### src/rtl/sparse_conv_pkg.sv
package sparse_conv_pkg;

  localparam int ACC_W = 24;

  typedef struct packed {
    logic       accept;
    logic       dispatch;
    logic       wbEn;
    logic [2:0] wbMask;
    logic       emit;
    logic       frameClear;
  } sconv_strobe_t;

  // aligned fixed-point product of two 8-bit floating-point operands
  function automatic logic [ACC_W-1:0] alignProd(input logic [7:0] a, input logic [7:0] b,
                                                  input int shr);
    logic [3:0]       sigA, sigB;
    logic [5:0]       shA, shB;
    logic [63:0]      wide;
    logic [ACC_W-1:0] mag;
    sigA = (a[6:3] == 4'd0) ? {1'b0, a[2:0]} : {1'b1, a[2:0]};
    sigB = (b[6:3] == 4'd0) ? {1'b0, b[2:0]} : {1'b1, b[2:0]};
    shA  = (a[6:3] == 4'd0) ? 6'd0 : (6'(a[6:3]) - 6'd1);
    shB  = (b[6:3] == 4'd0) ? 6'd0 : (6'(b[6:3]) - 6'd1);
    wide = 64'(8'(sigA * sigB)) << (shA + shB);
    wide = wide >> shr;
    mag  = wide[ACC_W-1:0];
    return (a[7] ^ b[7]) ? (~mag + 1'b1) : mag;
  endfunction

endpackage

### src/rtl/sconv_lane_mul.sv
module sconv_lane_mul
  import sparse_conv_pkg::*;
#(
  parameter int ACC_SHR = 8
) (
  input  logic [7:0]            xVal,
  input  logic [23:0]           wWord,
  output logic [2:0][ACC_W-1:0] prod
);
  for (genvar k = 0; k < 3; k++) begin : g_tap
    assign prod[k] = alignProd(xVal, wWord[8*k +: 8], ACC_SHR);
  end
endmodule

### src/rtl/sconv_ctrl.sv
module sconv_ctrl
  import sparse_conv_pkg::*;
#(
  parameter int IDX_W     = 6,
  parameter int WIN_DEPTH = 16,
  parameter int LANES     = 4,
  parameter int LANE_LAT  = 4,
  localparam int LANE_W   = (LANES > 1) ? $clog2(LANES) : 1
) (
  input  logic              clk,
  input  logic              rstN,
  input  logic              inValid,
  input  logic [7:0]        inValue,
  input  logic [IDX_W-1:0]  inIndex,
  input  logic              inLast,
  output logic              inReady,
  output logic [IDX_W-1:0]  wAddr,
  output sconv_strobe_t     strb,
  output logic [LANE_W-1:0] dispatchLane,
  output logic [IDX_W-1:0]  dispatchPos,
  output logic [LANE_W-1:0] wbLane,
  output logic [IDX_W-1:0]  wbPos,
  output logic [IDX_W-1:0]  emitPos
);
  localparam int NPOS  = 1 << IDX_W;
  localparam int WIN_W = $clog2(WIN_DEPTH);
  localparam int CNT_W = $clog2(LANE_LAT + 1);
  localparam int PW    = IDX_W + 2;

  logic                 s1Valid, s1Nz, seenAny, frameDone;
  logic [IDX_W-1:0]     s1Idx, seenIdx;
  logic [IDX_W:0]       head;
  logic [WIN_DEPTH-1:0] pending, pendNext;
  logic [LANES-1:0]     laneBusy;
  logic [CNT_W-1:0]     laneCnt  [LANES];
  logic [IDX_W-1:0]     lanePos  [LANES];
  logic [2:0]           laneMask [LANES];

  logic             inNz, roomOk, conflict, laneAvail, s1Go, accept, wbHit;
  logic             haveFront, headFin, emit, frameClear;
  logic [2:0]       tMask, wbMaskSel;
  logic [PW-1:0]    tPos [3];
  logic [PW-1:0]    wPos [3];
  logic [PW-1:0]    front;
  logic [LANE_W-1:0] freeLane, wbSel;

  assign inNz   = |inValue[6:0];
  assign roomOk = (PW'(inIndex) + PW'(1)) < (PW'(head) + PW'(WIN_DEPTH));

  // targets of the waiting entry
  assign tMask = {s1Idx != IDX_W'(NPOS - 1), 1'b1, s1Idx != '0};
  always_comb begin
    conflict = 1'b0;
    for (int k = 0; k < 3; k++) begin
      tPos[k] = PW'(s1Idx) + PW'(k) - PW'(1);
      if (tMask[k] && pending[tPos[k][WIN_W-1:0]]) conflict = 1'b1;
    end
  end

  always_comb begin
    laneAvail = 1'b0;
    freeLane  = '0;
    for (int i = LANES - 1; i >= 0; i--) begin
      if (!laneBusy[i]) begin
        laneAvail = 1'b1;
        freeLane  = LANE_W'(i);
      end
    end
  end

  always_comb begin
    wbHit = 1'b0;
    wbSel = '0;
    for (int i = 0; i < LANES; i++) begin
      if (laneBusy[i] && laneCnt[i] == CNT_W'(1)) begin
        wbHit = 1'b1;
        wbSel = LANE_W'(i);
      end
    end
  end

  assign s1Go    = s1Valid && (!s1Nz || (laneAvail && !conflict));
  assign inReady = !frameDone && (!s1Valid || s1Go) && roomOk;
  assign accept  = inValid && inReady;
  assign wAddr   = (s1Valid && !s1Go) ? s1Idx : inIndex;

  assign wbMaskSel = laneMask[wbSel];
  always_comb begin
    for (int k = 0; k < 3; k++) wPos[k] = PW'(lanePos[wbSel]) + PW'(k) - PW'(1);
  end

  // highest position the stream has proven it will not go back below
  always_comb begin
    haveFront = 1'b1;
    front     = '0;
    if (s1Valid)        front = PW'(s1Idx);
    else if (frameDone) front = PW'(NPOS + 1);
    else if (inValid)   front = PW'(inIndex);
    else if (seenAny)   front = PW'(seenIdx);
    else                haveFront = 1'b0;
  end

  assign headFin    = haveFront && (front > PW'(head) + PW'(1)) && !pending[head[WIN_W-1:0]];
  assign emit       = headFin && !head[IDX_W];
  assign frameClear = frameDone && head[IDX_W] && !s1Valid;

  always_comb begin
    pendNext = pending;
    if (wbHit)
      for (int k = 0; k < 3; k++) if (wbMaskSel[k]) pendNext[wPos[k][WIN_W-1:0]] = 1'b0;
    if (s1Go && s1Nz)
      for (int k = 0; k < 3; k++) if (tMask[k]) pendNext[tPos[k][WIN_W-1:0]] = 1'b1;
  end

  always_ff @(posedge clk or negedge rstN) begin
    if (!rstN) begin
      s1Valid   <= 1'b0;
      s1Nz      <= 1'b0;
      s1Idx     <= '0;
      seenAny   <= 1'b0;
      seenIdx   <= '0;
      frameDone <= 1'b0;
      head      <= '0;
      pending   <= '0;
    end else begin
      pending <= pendNext;
      if (accept) begin
        s1Valid <= 1'b1;
        s1Idx   <= inIndex;
        s1Nz    <= inNz;
        seenAny <= 1'b1;
        seenIdx <= inIndex;
        if (inLast) frameDone <= 1'b1;
      end else if (s1Go) begin
        s1Valid <= 1'b0;
      end
      if (frameClear) begin
        head      <= '0;
        frameDone <= 1'b0;
        seenAny   <= 1'b0;
      end else if (emit) begin
        head <= head + 1'b1;
      end
    end
  end

  for (genvar g = 0; g < LANES; g++) begin : g_lane
    always_ff @(posedge clk or negedge rstN) begin
      if (!rstN) begin
        laneBusy[g] <= 1'b0;
        laneCnt[g]  <= '0;
        lanePos[g]  <= '0;
        laneMask[g] <= '0;
      end else if (s1Go && s1Nz && freeLane == LANE_W'(g)) begin
        laneBusy[g] <= 1'b1;
        laneCnt[g]  <= CNT_W'(LANE_LAT);
        lanePos[g]  <= s1Idx;
        laneMask[g] <= tMask;
      end else if (laneBusy[g]) begin
        laneCnt[g] <= laneCnt[g] - 1'b1;
        if (laneCnt[g] == CNT_W'(1)) laneBusy[g] <= 1'b0;
      end
    end
  end

  assign strb.accept     = accept;
  assign strb.dispatch   = s1Go && s1Nz;
  assign strb.wbEn       = wbHit;
  assign strb.wbMask     = wbMaskSel;
  assign strb.emit       = emit;
  assign strb.frameClear = frameClear;
  assign dispatchLane    = freeLane;
  assign dispatchPos     = s1Idx;
  assign wbLane          = wbSel;
  assign wbPos           = lanePos[wbSel];
  assign emitPos         = head[IDX_W-1:0];
endmodule

### src/rtl/sconv_dpath.sv
module sconv_dpath
  import sparse_conv_pkg::*;
#(
  parameter int IDX_W      = 6,
  parameter int WIN_DEPTH  = 16,
  parameter int LANES      = 4,
  parameter int ACC_SHR    = 8,
  parameter int LEAK_SHIFT = 3,
  localparam int LANE_W    = (LANES > 1) ? $clog2(LANES) : 1
) (
  input  logic              clk,
  input  logic              rstN,
  input  logic              actEn,
  input  logic [7:0]        inValue,
  input  logic [23:0]       wData,
  input  sconv_strobe_t     strb,
  input  logic [LANE_W-1:0] dispatchLane,
  input  logic [LANE_W-1:0] wbLane,
  input  logic [IDX_W-1:0]  wbPos,
  input  logic [IDX_W-1:0]  emitPos,
  output logic              outValid,
  output logic [IDX_W-1:0]  outIndex,
  output logic [ACC_W-1:0]  outData
);
  localparam int WIN_W = $clog2(WIN_DEPTH);
  localparam int PW    = IDX_W + 2;

  logic [7:0]             s1Val;
  logic [2:0][ACC_W-1:0]  mulProd, wbProd;
  logic [2:0][ACC_W-1:0]  laneProd [LANES];
  logic [ACC_W-1:0]       acc [WIN_DEPTH];
  logic [WIN_W-1:0]       wbSlot [3];
  logic [WIN_W-1:0]       emitSlot;
  logic [ACC_W-1:0]       headVal, actVal;
  logic [PW-1:0]          tPos [3];

  always_ff @(posedge clk or negedge rstN) begin
    if (!rstN)            s1Val <= '0;
    else if (strb.accept) s1Val <= inValue;
  end

  sconv_lane_mul #(.ACC_SHR(ACC_SHR)) u_mul (
    .xVal (s1Val),
    .wWord(wData),
    .prod (mulProd)
  );

  for (genvar g = 0; g < LANES; g++) begin : g_lane
    always_ff @(posedge clk or negedge rstN) begin
      if (!rstN) laneProd[g] <= '0;
      else if (strb.dispatch && dispatchLane == LANE_W'(g)) laneProd[g] <= mulProd;
    end
  end

  assign wbProd   = laneProd[wbLane];
  assign emitSlot = emitPos[WIN_W-1:0];
  always_comb begin
    for (int k = 0; k < 3; k++) begin
      tPos[k]   = PW'(wbPos) + PW'(k) - PW'(1);
      wbSlot[k] = tPos[k][WIN_W-1:0];
    end
  end

  always_ff @(posedge clk or negedge rstN) begin
    if (!rstN) begin
      for (int i = 0; i < WIN_DEPTH; i++) acc[i] <= '0;
    end else begin
      if (strb.emit) acc[emitSlot] <= '0;
      if (strb.wbEn)
        for (int k = 0; k < 3; k++)
          if (strb.wbMask[k]) acc[wbSlot[k]] <= acc[wbSlot[k]] + wbProd[k];
    end
  end

  assign headVal = acc[emitSlot];
  assign actVal  = (actEn && headVal[ACC_W-1]) ? ACC_W'($signed(headVal) >>> LEAK_SHIFT) : headVal;

  always_ff @(posedge clk or negedge rstN) begin
    if (!rstN) begin
      outValid <= 1'b0;
      outIndex <= '0;
      outData  <= '0;
    end else begin
      outValid <= strb.emit;
      if (strb.emit) begin
        outIndex <= emitPos;
        outData  <= actVal;
      end
    end
  end
endmodule

### src/rtl/sparse_conv_lanes.sv
module sparse_conv_lanes
  import sparse_conv_pkg::*;
#(
  parameter int IDX_W      = 6,
  parameter int WIN_DEPTH  = 16,
  parameter int LANES      = 4,
  parameter int LANE_LAT   = 4,
  parameter int ACC_SHR    = 8,
  parameter int LEAK_SHIFT = 3
) (
  input  logic             clk,
  input  logic             rstN,
  input  logic             actEn,
  input  logic             inValid,
  output logic             inReady,
  input  logic [7:0]       inValue,
  input  logic [IDX_W-1:0] inIndex,
  input  logic             inLast,
  output logic [IDX_W-1:0] wAddr,
  input  logic [23:0]      wData,
  output logic             outValid,
  output logic [IDX_W-1:0] outIndex,
  output logic [23:0]      outData
);
  localparam int LANE_W = (LANES > 1) ? $clog2(LANES) : 1;

  sconv_strobe_t     strb;
  logic [LANE_W-1:0] dispatchLane, wbLane;
  logic [IDX_W-1:0]  dispatchPos, wbPos, emitPos;

  sconv_ctrl #(
    .IDX_W(IDX_W), .WIN_DEPTH(WIN_DEPTH), .LANES(LANES), .LANE_LAT(LANE_LAT)
  ) u_ctrl (
    .clk(clk), .rstN(rstN), .inValid(inValid), .inValue(inValue), .inIndex(inIndex),
    .inLast(inLast), .inReady(inReady), .wAddr(wAddr), .strb(strb),
    .dispatchLane(dispatchLane), .dispatchPos(dispatchPos), .wbLane(wbLane),
    .wbPos(wbPos), .emitPos(emitPos)
  );

  sconv_dpath #(
    .IDX_W(IDX_W), .WIN_DEPTH(WIN_DEPTH), .LANES(LANES),
    .ACC_SHR(ACC_SHR), .LEAK_SHIFT(LEAK_SHIFT)
  ) u_dpath (
    .clk(clk), .rstN(rstN), .actEn(actEn), .inValue(inValue), .wData(wData),
    .strb(strb), .dispatchLane(dispatchLane), .wbLane(wbLane), .wbPos(wbPos),
    .emitPos(emitPos), .outValid(outValid), .outIndex(outIndex), .outData(outData)
  );
endmodule

### config.mk
export PLATFORM = sky130hd
export DESIGN_NAME = sparse_conv_lanes
export DESIGN_NICKNAME = d
export VERILOG_FILES = /design/src/rtl/sparse_conv_pkg.sv /design/src/rtl/sconv_lane_mul.sv /design/src/rtl/sconv_ctrl.sv /design/src/rtl/sconv_dpath.sv /design/src/rtl/sparse_conv_lanes.sv
export SDC_FILE = /design/constraint.sdc
export NUM_CORES = 2
export LEC_CHECK = 0
export BUFFER_PORTS_ARGS = -buffer_cell sky130_fd_sc_hd__buf_2
export CAP_MARGIN = 30
export CELL_PAD_IN_SITES_DETAIL_PLACEMENT = 0
export CELL_PAD_IN_SITES_GLOBAL_PLACEMENT = 1
export CORE_MARGIN = 4
export CORE_UTILIZATION = 35
export CTS_BUF_LIST = sky130_fd_sc_hd__clkbuf_16
export CTS_CLUSTER_DIAMETER = 100
export DETAILED_ROUTE_END_ITERATION = 8
export PLACE_DENSITY = 0.6
export SYNTH_ARGS = -nofsm -noshare
export SYNTH_HDL_FRONTEND = slang
export SYNTH_SLANG_ARGS = --single-unit
### constraint.sdc
create_clock -name clk -period 10.5 [get_ports clk]
set_clock_uncertainty 0.15 [all_clocks]
set_input_delay 1.05 -clock clk [delete_from_list [all_inputs] [get_ports clk]]
set_output_delay 1.05 -clock clk [all_outputs]
set_load 0.02 [all_outputs]
==> results.cfg <==
[detailed_routing]
top_layer = met5
met2_length_um = 161000
m1WireLength_um = 148000
first_pass_iters = 9
wl_um = 387000
detail-route-antenna-nets = 0
first_iter_violations = 10944
viasPerCell = 6.73
wl_met3_um = 47000
post_drt_wl_per_cell_um = 33.8
num_vias = 76937
route.detailed.drc = 1

[timing]
timing.final.crit_share_pct = 84.5
fmax_mhz = 113
relSlewSlack_pct = 21.0
tns_ns = 0
slew_viol_final = 0
setup_viol = 0
tightest_slew_ns = 1.15
period_needed_ns = 8.87
final-hold-violation-count = 0
rsz0062_at_grt = no

[worst_setup_path]
endpoint_kind = flop
r2r-start = u_ctrl.laneBusy[1]$_DFF_PN0_
arrival_ns = 9.44
timing.rr.end = u_dpath.acc[239]$_DFF_PN0_
worstSetupStartpointType = flop
crit_end = u_dpath.acc[239]$_DFF_PN0_
required_ns = 11.08
worst-path-max-fanout = 55
rrSetupSlack_ns = 1.63
worstSetupStartpoint = u_ctrl.laneBusy[1]$_DFF_PN0_
ff2ff_path_depth = 26
worstSetupPathType = reg2reg

[synthesis]
async_flop_share_pct = 100
synth_area_mm2 = 0.0679
yosys.area.top_type = dfrtp_1
synthCells = 9189
ys_types = 101
synth_top_area_share_pct = 29.0
synth-edff-count = 0
synth_seq_cells = 788
yosys-top-cells-area = dfrtp_1 29%, nand2_1 10%, a21oi_1 7.9%
synth_area_per_cell_um2 = 7.39
ys_seq_area_share_pct = 29.0
synth_ff_type = dfrtp_1
yosys_warnings = 0

[layout]
fillers = 19908
fin_nets = 9028
final_area_mm2 = 0.0751
mostFrequentLayoutCell = nand2_1
drive_above_1_share_pct = 11.1
most-common-layout-cells = 1875 x nand2_1, 1067 x a21oi_1, 962 x nand3_1
area_growth_syn_to_layout_pct = 10.6

[flow_run]
drv_cap = 0

[clocking]
numCtsBuffers = 105
cts_resized = 0
clock_latency_ns = 0.80
tritoncts = done
cts_setup_buffers = 0
cts_hold_buf = 0
cts_buffer_depth = 3
cts-root-buf = clkbuf_16
cts_num_sinks = 788
clk_pin_slew_ns = 0.06
h-tree-depth = 3

[global_routing]
grt_max_degree = 161
grt_pass1_vias = 70465
grt-ovfl-total = 0
grt_pass1_wl_um = 543000
antenna_found_initial = 27
grt.total_usage_pct = 37.3

[placement]
post-dp-hpwl_um = 250000
port_buffers = 80
place_area_mm2 = 0.0714
place_congestion = 1.01

[status]
violations = design-rule violations
status = complete, but fails checks

[floorplanning]
dieArea_mm2 = 0.201
coreArea_mm2 = 0.193
std_cell_rows = 161
die_h_um = 448
die_width_um = 448
start_util_pct = 35.2
io_pins = 81

[worst_hold_path]
hold_class = in2async
## synthesized netlist by cell type (18+ instances only)
| cell type | instances |
|---|---|
| nor2b_1 | 38 |
| a21oi_1 | 1069 |
| o211ai_1 | 389 |
| a211oi_1 | 70 |
| ha_1 | 161 |
| xnor2_1 | 99 |
| xor2_1 | 62 |
| nor3_1 | 72 |
| and3_1 | 144 |
| nand3_1 | 981 |
| or3_1 | 28 |
| nand2_1 | 1878 |
| mux2_2 | 92 |
| o21a_1 | 36 |
| a221oi_1 | 33 |
| a31oi_1 | 226 |
| nor2_1 | 393 |
| mux2i_1 | 151 |
| and2_1 | 39 |
| nor4_1 | 21 |
| inv_1 | 73 |
| mux4_2 | 159 |
| nand4_1 | 20 |
| nand2b_1 | 32 |
| buf_1 | 113 |
| clkbuf_1 | 743 |
| o21ai_0 | 639 |
| a311oi_1 | 126 |
| o22ai_1 | 40 |
| fa_1 | 18 |
| o31ai_1 | 38 |
| a21o_1 | 48 |
| dfrtp_1 | 788 |
| or2_2 | 37 |
| buf_2 | 41 |
## sequential cells by signal, indices dropped and copies added (netlist names), 7 cells and up
name	count
u_dpath.acc	384
u_dpath.laneProd	288
u_dpath.outData	24
u_ctrl.lanePos	16
u_ctrl.pending	16
u_ctrl.laneCnt	12
u_ctrl.laneMask	12
u_dpath.s1Val	8
u_ctrl.head	7
## area by class of cell
cell class                      instances  area, um2  area share [%]
Inverter                               75        294           0.392
Sequential cell                       788      19700            26.3
Timing Repair Buffer                  406       3370            4.49
Clock inverter                         79        661           0.880
Tap cell                             2526       3160            4.21
Antenna cell                           22       55.1          0.0733
Clock buffer                          107       2680            3.57
Multi-Input combinational cell       7430      45100            60.1
## critical path, cell delays in order (launching register included)
cell	delay (ns)
dfrtp_1	0.86
and3b_4	0.54
nor4_1	0.11
a211o_4	0.37
inv_8	0.29
ha_1	0.49
inv_1	0.25
xnor2_2	0.77
buf_4	0.49
nand2_1	0.09
and3_1	0.17
a311oi_1	0.25
a311oi_1	0.09
a31oi_1	0.68
ha_1	0.45
nand2_1	0.10
nor2_1	0.05
a211oi_1	0.28
o21ai_0	0.12
a21oi_1	0.39
o211ai_1	0.20
a221oi_1	0.61
xnor2_1	0.19
buf_4	0.26
nand2_1	0.14
o22ai_1	0.24
a31o_2	0.13
## layer usage
| metal | vias up | global-route usage [%] |
|---|---|---|
| met5 | - | 0 |
| met4 | 16 | 25.5 |
| met3 | 1355 | 13.3 |
| met2 | 5172 | 54.0 |
| met1 | 37652 | 46.3 |
| li1 | 32742 | - |
## worst min path at each step
stage	end	depth (start not counted)	slack (ns)
CTS	u_ctrl.head[4]$_DFFE_PN0P_	1	0.13
global route	u_ctrl.head[4]$_DFFE_PN0P_	1	0.18
detailed placement	u_ctrl.laneMask[4]$_DFFE_PN0P_	1	0.30
finish	u_ctrl.head[4]$_DFFE_PN0P_	1	0.14
global placement	u_ctrl.laneMask[4]$_DFFE_PN0P_	1	0.30
floorplan	u_ctrl.laneMask[10]$_DFFE_PN0P_	1	0.28
## through the flow
stage | hold WS (ns) | setup WS [ns] | util (%) | instances
CTS | 0.132 | 2.03 | 38.8 | 11391
global placement | 0.300 | 2.12 | 36.8 | 11171
finish | 0.138 | 1.63 | 38.9 | 11433
detailed placement | 0.304 | 2.06 | 37.0 | 11205
global route | 0.178 | 1.39 | 38.9 | 11414
floorplan | 0.284 | 2.43 | - | 9194
## logic make-up (layout without fill, tap and decap cells)
family	count (synthesis)	count (layout)	synth area share (%)
XOR/XNOR	165	165	2.17
AND/OR/NAND/NOR	3742	3742	24.3
other	1	28	0.00552
adder cells (fa/ha/maj)	179	179	3.50
AO/OA/AOI/OAI	2936	2936	26.4
multiplexers	402	402	9.02
buffers and inverters	976	667	5.51
flip-flops	788	788	29.0
Power is not shown: default switching activity piles up to over one toggle a cycle in this logic, so the estimate is an artifact.
